File: config.mk
export PLATFORM = sky130hd
export DESIGN_NAME = tone_fir_top
export DESIGN_NICKNAME = d
export VERILOG_FILES = /design/src/rtl/tone_fir_pkg.sv /design/src/rtl/tone_fir_history.sv /design/src/rtl/tone_fir_mac.sv /design/src/rtl/tone_fir_format.sv /design/src/rtl/tone_fir_top.sv
export SDC_FILE = /design/constraint.sdc
export NUM_CORES = 2
export LEC_CHECK = 0
export ABC_CLOCK_PERIOD_IN_PS = 9500
export BUFFER_PORTS_ARGS = -buffer_cell sky130_fd_sc_hd__buf_2
export CORE_MARGIN = 4
export CORE_UTILIZATION = 55
export DETAILED_ROUTE_END_ITERATION = 8
export PLACE_DENSITY = 0.77
export SLEW_MARGIN = 20
export SYNTH_ARGS = -nofsm -noshare
export SYNTH_HDL_FRONTEND = slang
export SYNTH_HIERARCHICAL = 1
export SYNTH_SLANG_ARGS = --single-unit
File: constraint.sdc
create_clock -name clk -period 9.5 [get_ports clk]
set_input_delay 0.95 -clock clk [delete_from_list [all_inputs] [get_ports clk]]
set_output_delay 0.95 -clock clk [all_outputs]
set_load 0.02 [all_outputs]
File: src/rtl/tone_fir_pkg.sv
package tone_fir_pkg;

   // Kernel weight for tap k of an odd-length kernel: triangular envelope
   // with a sign pattern of period eight samples.
   function automatic int tap_coef(input int k, input int taps, input int step);
      int c;
      int d;
      int mag;
      int ph;
      c   = (taps - 1) / 2;
      d   = (k > c) ? (k - c) : (c - k);
      mag = step * (c + 1 - d);
      ph  = d % 8;
      return ((ph < 2) || (ph > 5)) ? mag : -mag;
   endfunction

endpackage

File: src/rtl/tone_fir_history.sv
module tone_fir_history #(
   parameter int DEPTH = 101,
   parameter int SW    = 9,
   parameter int AW    = $clog2(DEPTH)
) (
   input  logic                 clk,
   input  logic                 rst_n,
   input  logic                 wr_en,
   input  logic signed [SW-1:0] wr_data,
   input  logic [AW-1:0]        rd_off,
   output logic signed [SW-1:0] rd_data
);

   logic [AW-1:0]        head;
   logic [AW-1:0]        nxt;
   logic [AW-1:0]        rd_idx;
   logic signed [SW-1:0] slot [DEPTH];

   assign nxt = (head == AW'(DEPTH - 1)) ? '0 : head + 1'b1;

   always_ff @(posedge clk) begin
      if (!rst_n) begin
         head <= AW'(DEPTH - 1);
         for (int i = 0; i < DEPTH; i++) slot[i] <= '0;
      end else if (wr_en) begin
         head      <= nxt;
         slot[nxt] <= wr_data;
      end
   end

   // offset 0 is the newest sample; larger offsets walk back in time
   always_comb begin
      if (head >= rd_off)
         rd_idx = head - rd_off;
      else
         rd_idx = AW'(({1'b0, head} + (AW+1)'(DEPTH)) - {1'b0, rd_off});
   end

   assign rd_data = slot[rd_idx];

endmodule

File: src/rtl/tone_fir_mac.sv
module tone_fir_mac #(
   parameter int NTAPS     = 101,
   parameter int SW        = 9,
   parameter int COEF_W    = 16,
   parameter int COEF_STEP = 4,
   parameter int ACC_W     = 32,
   parameter int TW        = $clog2(NTAPS)
) (
   input  logic                    clk,
   input  logic                    rst_n,
   input  logic                    start,
   input  logic signed [SW-1:0]    sample,
   output logic [TW-1:0]           tap,
   output logic signed [ACC_W-1:0] acc,
   output logic                    running,
   output logic                    fin
);

   localparam int PW = COEF_W + SW;

   logic signed [COEF_W-1:0] coef;
   logic signed [PW-1:0]     prod;

   assign coef = COEF_W'(tone_fir_pkg::tap_coef(int'(tap), NTAPS, COEF_STEP));
   assign prod = coef * sample;

   always_ff @(posedge clk) begin
      if (!rst_n) begin
         running <= 1'b0;
         fin     <= 1'b0;
         tap     <= '0;
         acc     <= '0;
      end else begin
         fin <= 1'b0;
         if (start) begin
            running <= 1'b1;
            tap     <= '0;
            acc     <= '0;
         end else if (running) begin
            acc <= acc + ACC_W'(prod);
            if (tap == TW'(NTAPS - 1)) begin
               running <= 1'b0;
               fin     <= 1'b1;
            end else begin
               tap <= tap + 1'b1;
            end
         end
      end
   end

endmodule

File: src/rtl/tone_fir_format.sv
module tone_fir_format #(
   parameter int ACC_W      = 32,
   parameter int RES_W      = 16,
   parameter int RES_TOP    = 22,
   parameter int GAIN_NUM   = 5,
   parameter int GAIN_SHIFT = 2,
   parameter int OUT_SHIFT  = 4,
   parameter int DAC_W      = 12,
   parameter int DAC_MID    = 2047
) (
   input  logic                    clk,
   input  logic                    rst_n,
   input  logic                    load,
   input  logic signed [ACC_W-1:0] acc,
   input  logic [DAC_W-1:0]        raw_in,
   output logic [DAC_W-1:0]        dac_filt,
   output logic [DAC_W-1:0]        dac_raw,
   output logic                    done
);

   localparam int MW     = RES_W + 3;
   localparam int RES_LO = RES_TOP - RES_W + 1;

   logic signed [RES_W-1:0] res;
   logic signed [MW-1:0]    mul;
   logic signed [MW-1:0]    shr;
   logic [DAC_W-1:0]        filt_nxt;
   logic                    unused_acc;

   assign res        = acc[RES_TOP:RES_LO];
   assign unused_acc = ^{acc[ACC_W-1:RES_TOP+1], acc[RES_LO-1:0]};
   assign mul        = MW'(res) * MW'(GAIN_NUM);
   assign shr        = mul >>> (GAIN_SHIFT + OUT_SHIFT);
   assign filt_nxt   = shr[DAC_W-1:0] + DAC_W'(DAC_MID);

   always_ff @(posedge clk) begin
      if (!rst_n) begin
         dac_filt <= '0;
         dac_raw  <= '0;
         done     <= 1'b0;
      end else begin
         done <= load;
         if (load) begin
            dac_filt <= filt_nxt;
            dac_raw  <= raw_in;
         end
      end
   end

endmodule

File: src/rtl/tone_fir_top.sv
module tone_fir_top #(
   parameter int ADC_W      = 16,
   parameter int IN_SHIFT   = 8,
   parameter int IN_OFFSET  = 127,
   parameter int NTAPS      = 101,
   parameter int COEF_W     = 16,
   parameter int COEF_STEP  = 4,
   parameter int ACC_W      = 32,
   parameter int RES_W      = 16,
   parameter int RES_TOP    = 22,
   parameter int GAIN_NUM   = 5,
   parameter int GAIN_SHIFT = 2,
   parameter int OUT_SHIFT  = 4,
   parameter int DAC_W      = 12,
   parameter int DAC_MID    = 2047
) (
   input  logic             clk,
   input  logic             rst_n,
   input  logic             adc_strobe,
   input  logic [ADC_W-1:0] adc_word,
   output logic [DAC_W-1:0] dac_filt,
   output logic [DAC_W-1:0] dac_raw,
   output logic             done,
   output logic             overrun
);

   localparam int SW = ADC_W - IN_SHIFT + 1;
   localparam int TW = $clog2(NTAPS);

   // elaboration-time parameter checks
   if (NTAPS % 2 != 1) begin : g_bad_taps
      $error("tone_fir_top: NTAPS must be odd for a centred symmetric kernel");
   end
   if (RES_TOP >= ACC_W || RES_TOP < RES_W - 1) begin : g_bad_res
      $error("tone_fir_top: result slice lies outside the accumulator");
   end
   if (DAC_W > ADC_W || IN_SHIFT >= ADC_W) begin : g_bad_width
      $error("tone_fir_top: converter widths are inconsistent");
   end

   logic signed [SW-1:0]    samp_in;
   logic signed [SW-1:0]    samp_rd;
   logic [TW-1:0]           tap;
   logic signed [ACC_W-1:0] acc;
   logic                    running;
   logic                    fin;
   logic                    busy;
   logic                    accept;
   logic [DAC_W-1:0]        held_raw;
   logic                    unused_low;

   assign busy       = running | fin;
   assign accept     = adc_strobe & ~busy;
   assign samp_in    = $signed({1'b0, adc_word[ADC_W-1:IN_SHIFT]}) - SW'(IN_OFFSET);
   assign unused_low = ^adc_word[ADC_W-DAC_W-1:0];

   always_ff @(posedge clk) begin
      if (!rst_n) begin
         held_raw <= '0;
         overrun  <= 1'b0;
      end else begin
         if (accept) held_raw <= adc_word[ADC_W-1 -: DAC_W];
         if (adc_strobe && busy) overrun <= 1'b1;
      end
   end

   tone_fir_history #(.DEPTH(NTAPS), .SW(SW), .AW(TW)) u_hist (
      .clk     (clk),
      .rst_n   (rst_n),
      .wr_en   (accept),
      .wr_data (samp_in),
      .rd_off  (tap),
      .rd_data (samp_rd)
   );

   tone_fir_mac #(
      .NTAPS(NTAPS), .SW(SW), .COEF_W(COEF_W), .COEF_STEP(COEF_STEP),
      .ACC_W(ACC_W), .TW(TW)
   ) u_mac (
      .clk     (clk),
      .rst_n   (rst_n),
      .start   (accept),
      .sample  (samp_rd),
      .tap     (tap),
      .acc     (acc),
      .running (running),
      .fin     (fin)
   );

   tone_fir_format #(
      .ACC_W(ACC_W), .RES_W(RES_W), .RES_TOP(RES_TOP), .GAIN_NUM(GAIN_NUM),
      .GAIN_SHIFT(GAIN_SHIFT), .OUT_SHIFT(OUT_SHIFT), .DAC_W(DAC_W), .DAC_MID(DAC_MID)
   ) u_fmt (
      .clk      (clk),
      .rst_n    (rst_n),
      .load     (fin),
      .acc      (acc),
      .raw_in   (held_raw),
      .dac_filt (dac_filt),
      .dac_raw  (dac_raw),
      .done     (done)
   );

endmodule

==> impl_metrics.prom <==
# TYPE chip_impl_metric gauge
chip_impl_metric{name="slew_headroom",unit="%"} 22.1
chip_impl_metric{name="detail-route-antenna-nets",unit=""} 0
chip_impl_metric{name="dp_hpwl",unit="mm"} 132
chip_impl_metric{name="final.fill_count",unit=""} 9463
chip_impl_info{name="critical_path.startpoint_type",value="register"} 1
chip_impl_metric{name="grt_antenna_before_repair",unit=""} 1
chip_impl_info{name="cp_top_family",value="adder cells"} 1
chip_impl_metric{name="syn-mean-instance-area",unit="µm²"} 11.3
chip_impl_metric{name="synth_nets",unit=""} 6456
chip_impl_metric{name="cts.clk_slew.worst_paths",unit="ns"} 0.06
chip_impl_metric{name="timing_worst_slew_pin_value",unit="ns"} 1.16
chip_impl_metric{name="grt_pass1_wl",unit="mm"} 305
chip_impl_metric{name="die-area",unit="mm²"} 0.133
chip_impl_metric{name="drive_gt1_share",unit="%"} 14.8
chip_impl_metric{name="max_clock_freq",unit="MHz"} 109
chip_impl_metric{name="report.final.hold_viol_count",unit=""} 0
chip_impl_metric{name="io_pins",unit=""} 45
chip_impl_metric{name="final.min_clock_period",unit="ns"} 9.18
chip_impl_metric{name="die_w",unit="µm"} 365
chip_impl_metric{name="mappedNetlistArea",unit="mm²"} 0.0699
chip_impl_metric{name="port_buf_inserts",unit=""} 40
chip_impl_metric{name="synth.yosys.warnings",unit=""} 6
chip_impl_metric{name="fp.coreArea",unit="mm²"} 0.126
chip_impl_metric{name="sequential_cell_area",unit="mm²"} 0.0361
chip_impl_info{name="hp-class",value="input port to register"} 1
chip_impl_metric{name="cts-buffers-inserted",unit=""} 135
chip_impl_metric{name="multi_input_comb_area",unit="mm²"} 0.0312
chip_impl_metric{name="detailedRoute.firstIterationViolations",unit=""} 7015
chip_impl_info{name="crit_path_most_repeated_cell",value="fa_1"} 1
chip_impl_metric{name="vias_per_cell",unit=""} 6.56
chip_impl_metric{name="num_rows",unit=""} 130
chip_impl_metric{name="finalClockSkew",unit="ns"} 0.0279
chip_impl_metric{name="clock_tree.buffer_depth",unit=""} 3
chip_impl_metric{name="global_route.usage.total",unit="%"} 29.8
chip_impl_metric{name="grt_pass1_vias",unit=""} 51181
chip_impl_metric{name="wl_per_cell",unit="µm"} 25.3
chip_impl_metric{name="timing.setup.tns",unit="ns"} 0
chip_impl_metric{name="cp_slowest_stage_delay",unit="ns"} 0.92
chip_impl_metric{name="clock_insertion_delay_worst_skew",unit="ns"} 0.79
chip_impl_metric{name="grt_overflow",unit=""} 0
chip_impl_metric{name="timing.critical_path.arrival",unit="ns"} 9.83
chip_impl_info{name="tritoncts",value="yes"} 1
chip_impl_info{name="status",value="finished, final reports clean"} 1
chip_impl_metric{name="critPathMaxFanout",unit=""} 46
chip_impl_metric{name="final_estimated_routing_congestion_in_global_placement",unit=""} 0.923
chip_impl_metric{name="cts_num_sinks",unit=""} 1227
chip_impl_info{name="startpoint_to_endpoint_class_of_the_critical_path",value="register to register"} 1
chip_impl_metric{name="number_of_instances_in_the_synthesized_netlist",unit=""} 6198
chip_impl_metric{name="die_h",unit="µm"} 365
chip_impl_metric{name="cts_max_level",unit=""} 4
chip_impl_metric{name="final_max_slew_viol_count",unit=""} 0
chip_impl_metric{name="postCtsHoldBufs",unit=""} 0
chip_impl_info{name="cts.root.buffer_cell",value="clkbuf_16"} 1
chip_impl_metric{name="setup_viol_count_final",unit=""} 0
chip_impl_metric{name="route.detailed.drc",unit=""} 0
chip_impl_metric{name="finalNetCount",unit=""} 6524
chip_impl_metric{name="max-cap-violations",unit=""} 0
chip_impl_metric{name="floorplan.initialDensity",unit="%"} 55.5
chip_impl_info{name="cp-end-kind",value="register"} 1
chip_impl_metric{name="required",unit="ns"} 10.15
chip_impl_metric{name="grt_start_max_net_pins",unit=""} 120
chip_impl_metric{name="num_vias",unit=""} 52684
chip_impl_metric{name="detailedRoute.firstPassIterationCount",unit=""} 7
chip_impl_metric{name="min_period_over_period",unit="%"} 96.6
chip_impl_metric{name="wirelength",unit="mm"} 203
chip_impl_metric{name="area_growth_syn_to_layout",unit="%"} 11.9
chip_impl_metric{name="cp_num_buf_inv",unit=""} 7
chip_impl_info{name="critical_path_top_delay_cell",value="fa_4"} 1
-- worst min-delay path, stage by stage --
cell	delay (ns)
buf_2	0.10
nand2_1	0.05
a21boi_1	0.05
-- worst paths after layout --
check	startpoint	endpoint	slack [ns]	cells past startpoint
hold reg to reg	held_raw[8]	held_raw[8]	0.45	2
hold / removal	adc_word[6]	held_raw[2]	0.44	3
setup / recovery	u_hist/head[0]	u_mac/acc[18]	0.32	31
setup reg to reg	u_hist/head[0]	u_mac/acc[18]	0.32	31
-- sequential cells by signal, summed over array words and instances, names as in the netlist --
signal / cells
overrun: 1
u_mac/running: 1
u_fmt/dac_raw: 12
held_raw: 12
u_mac/acc: 21
u_fmt/dac_filt: 12
u_fmt/done: 1
u_mac/tap: 7
u_mac/fin: 1
u_hist/slot: 1152
u_hist/head: 7
-- metrics by stage --
step	setup slack [ns]	utilization, %	cells	hold slack (ns)	instance area (µm²)
global placement	-0.00129	58.4	7757	0.441	73500
global route	-0.0546	62.1	8025	0.409	78200
finish	0.322	62.1	8026	0.435	78200
floorplan	0.655	-	6198	0.435	69900
detailed placement	-0.0184	58.4	7757	0.448	73500
CTS	0.0140	61.8	8003	0.385	77900
-- repair_timing --
action	in CTS	in global routing
resized for setup	1	37
setup endpoints to repair	2	9
pin swaps	0	17
gates cloned	0	2
setup buffers	0	20
-- cell type report --
cell class	count	share of cell area [%]
inverter	208	1.01
multi-input combinational	4260	39.9
clock inverter	87	1.07
clock buffer	159	4.51
timing repair buffer	434	4.75
tap	1650	2.64
antenna	1	0.00320
sequential	1227	46.1
-- cell usage in the layout, fill, tap and decap left out, drive strengths merged, types with 66 or more instances in the layout --
cell       n
edfxtp  1152
and2     953
nor2     440
buf      432
o22ai    348
mux2i    282
nand2    276
inv      212
nor3     205
a21oi    178
o21ai    167
clkbuf   161
a211oi   139
mux2     131
o221ai   130
fa       125
ha       114
nor2b     87
dfxtp     75
o22a      68
clkinv    66
-- metal layers --
metal / vias to the layer above / global-route usage [%] / wire (µm)
li1: 23205 / - / -
met1: 25500 / 39.3 / 76400
met2: 3332 / 46.7 / 91300
met3: 647 / 7.30 / 24300
met4: 0 / 14.2 / 10700
met5: - / 0 / 0
Power is not shown: default switching activity piles up to over one toggle a cycle in this logic, so the estimate is an artifact.
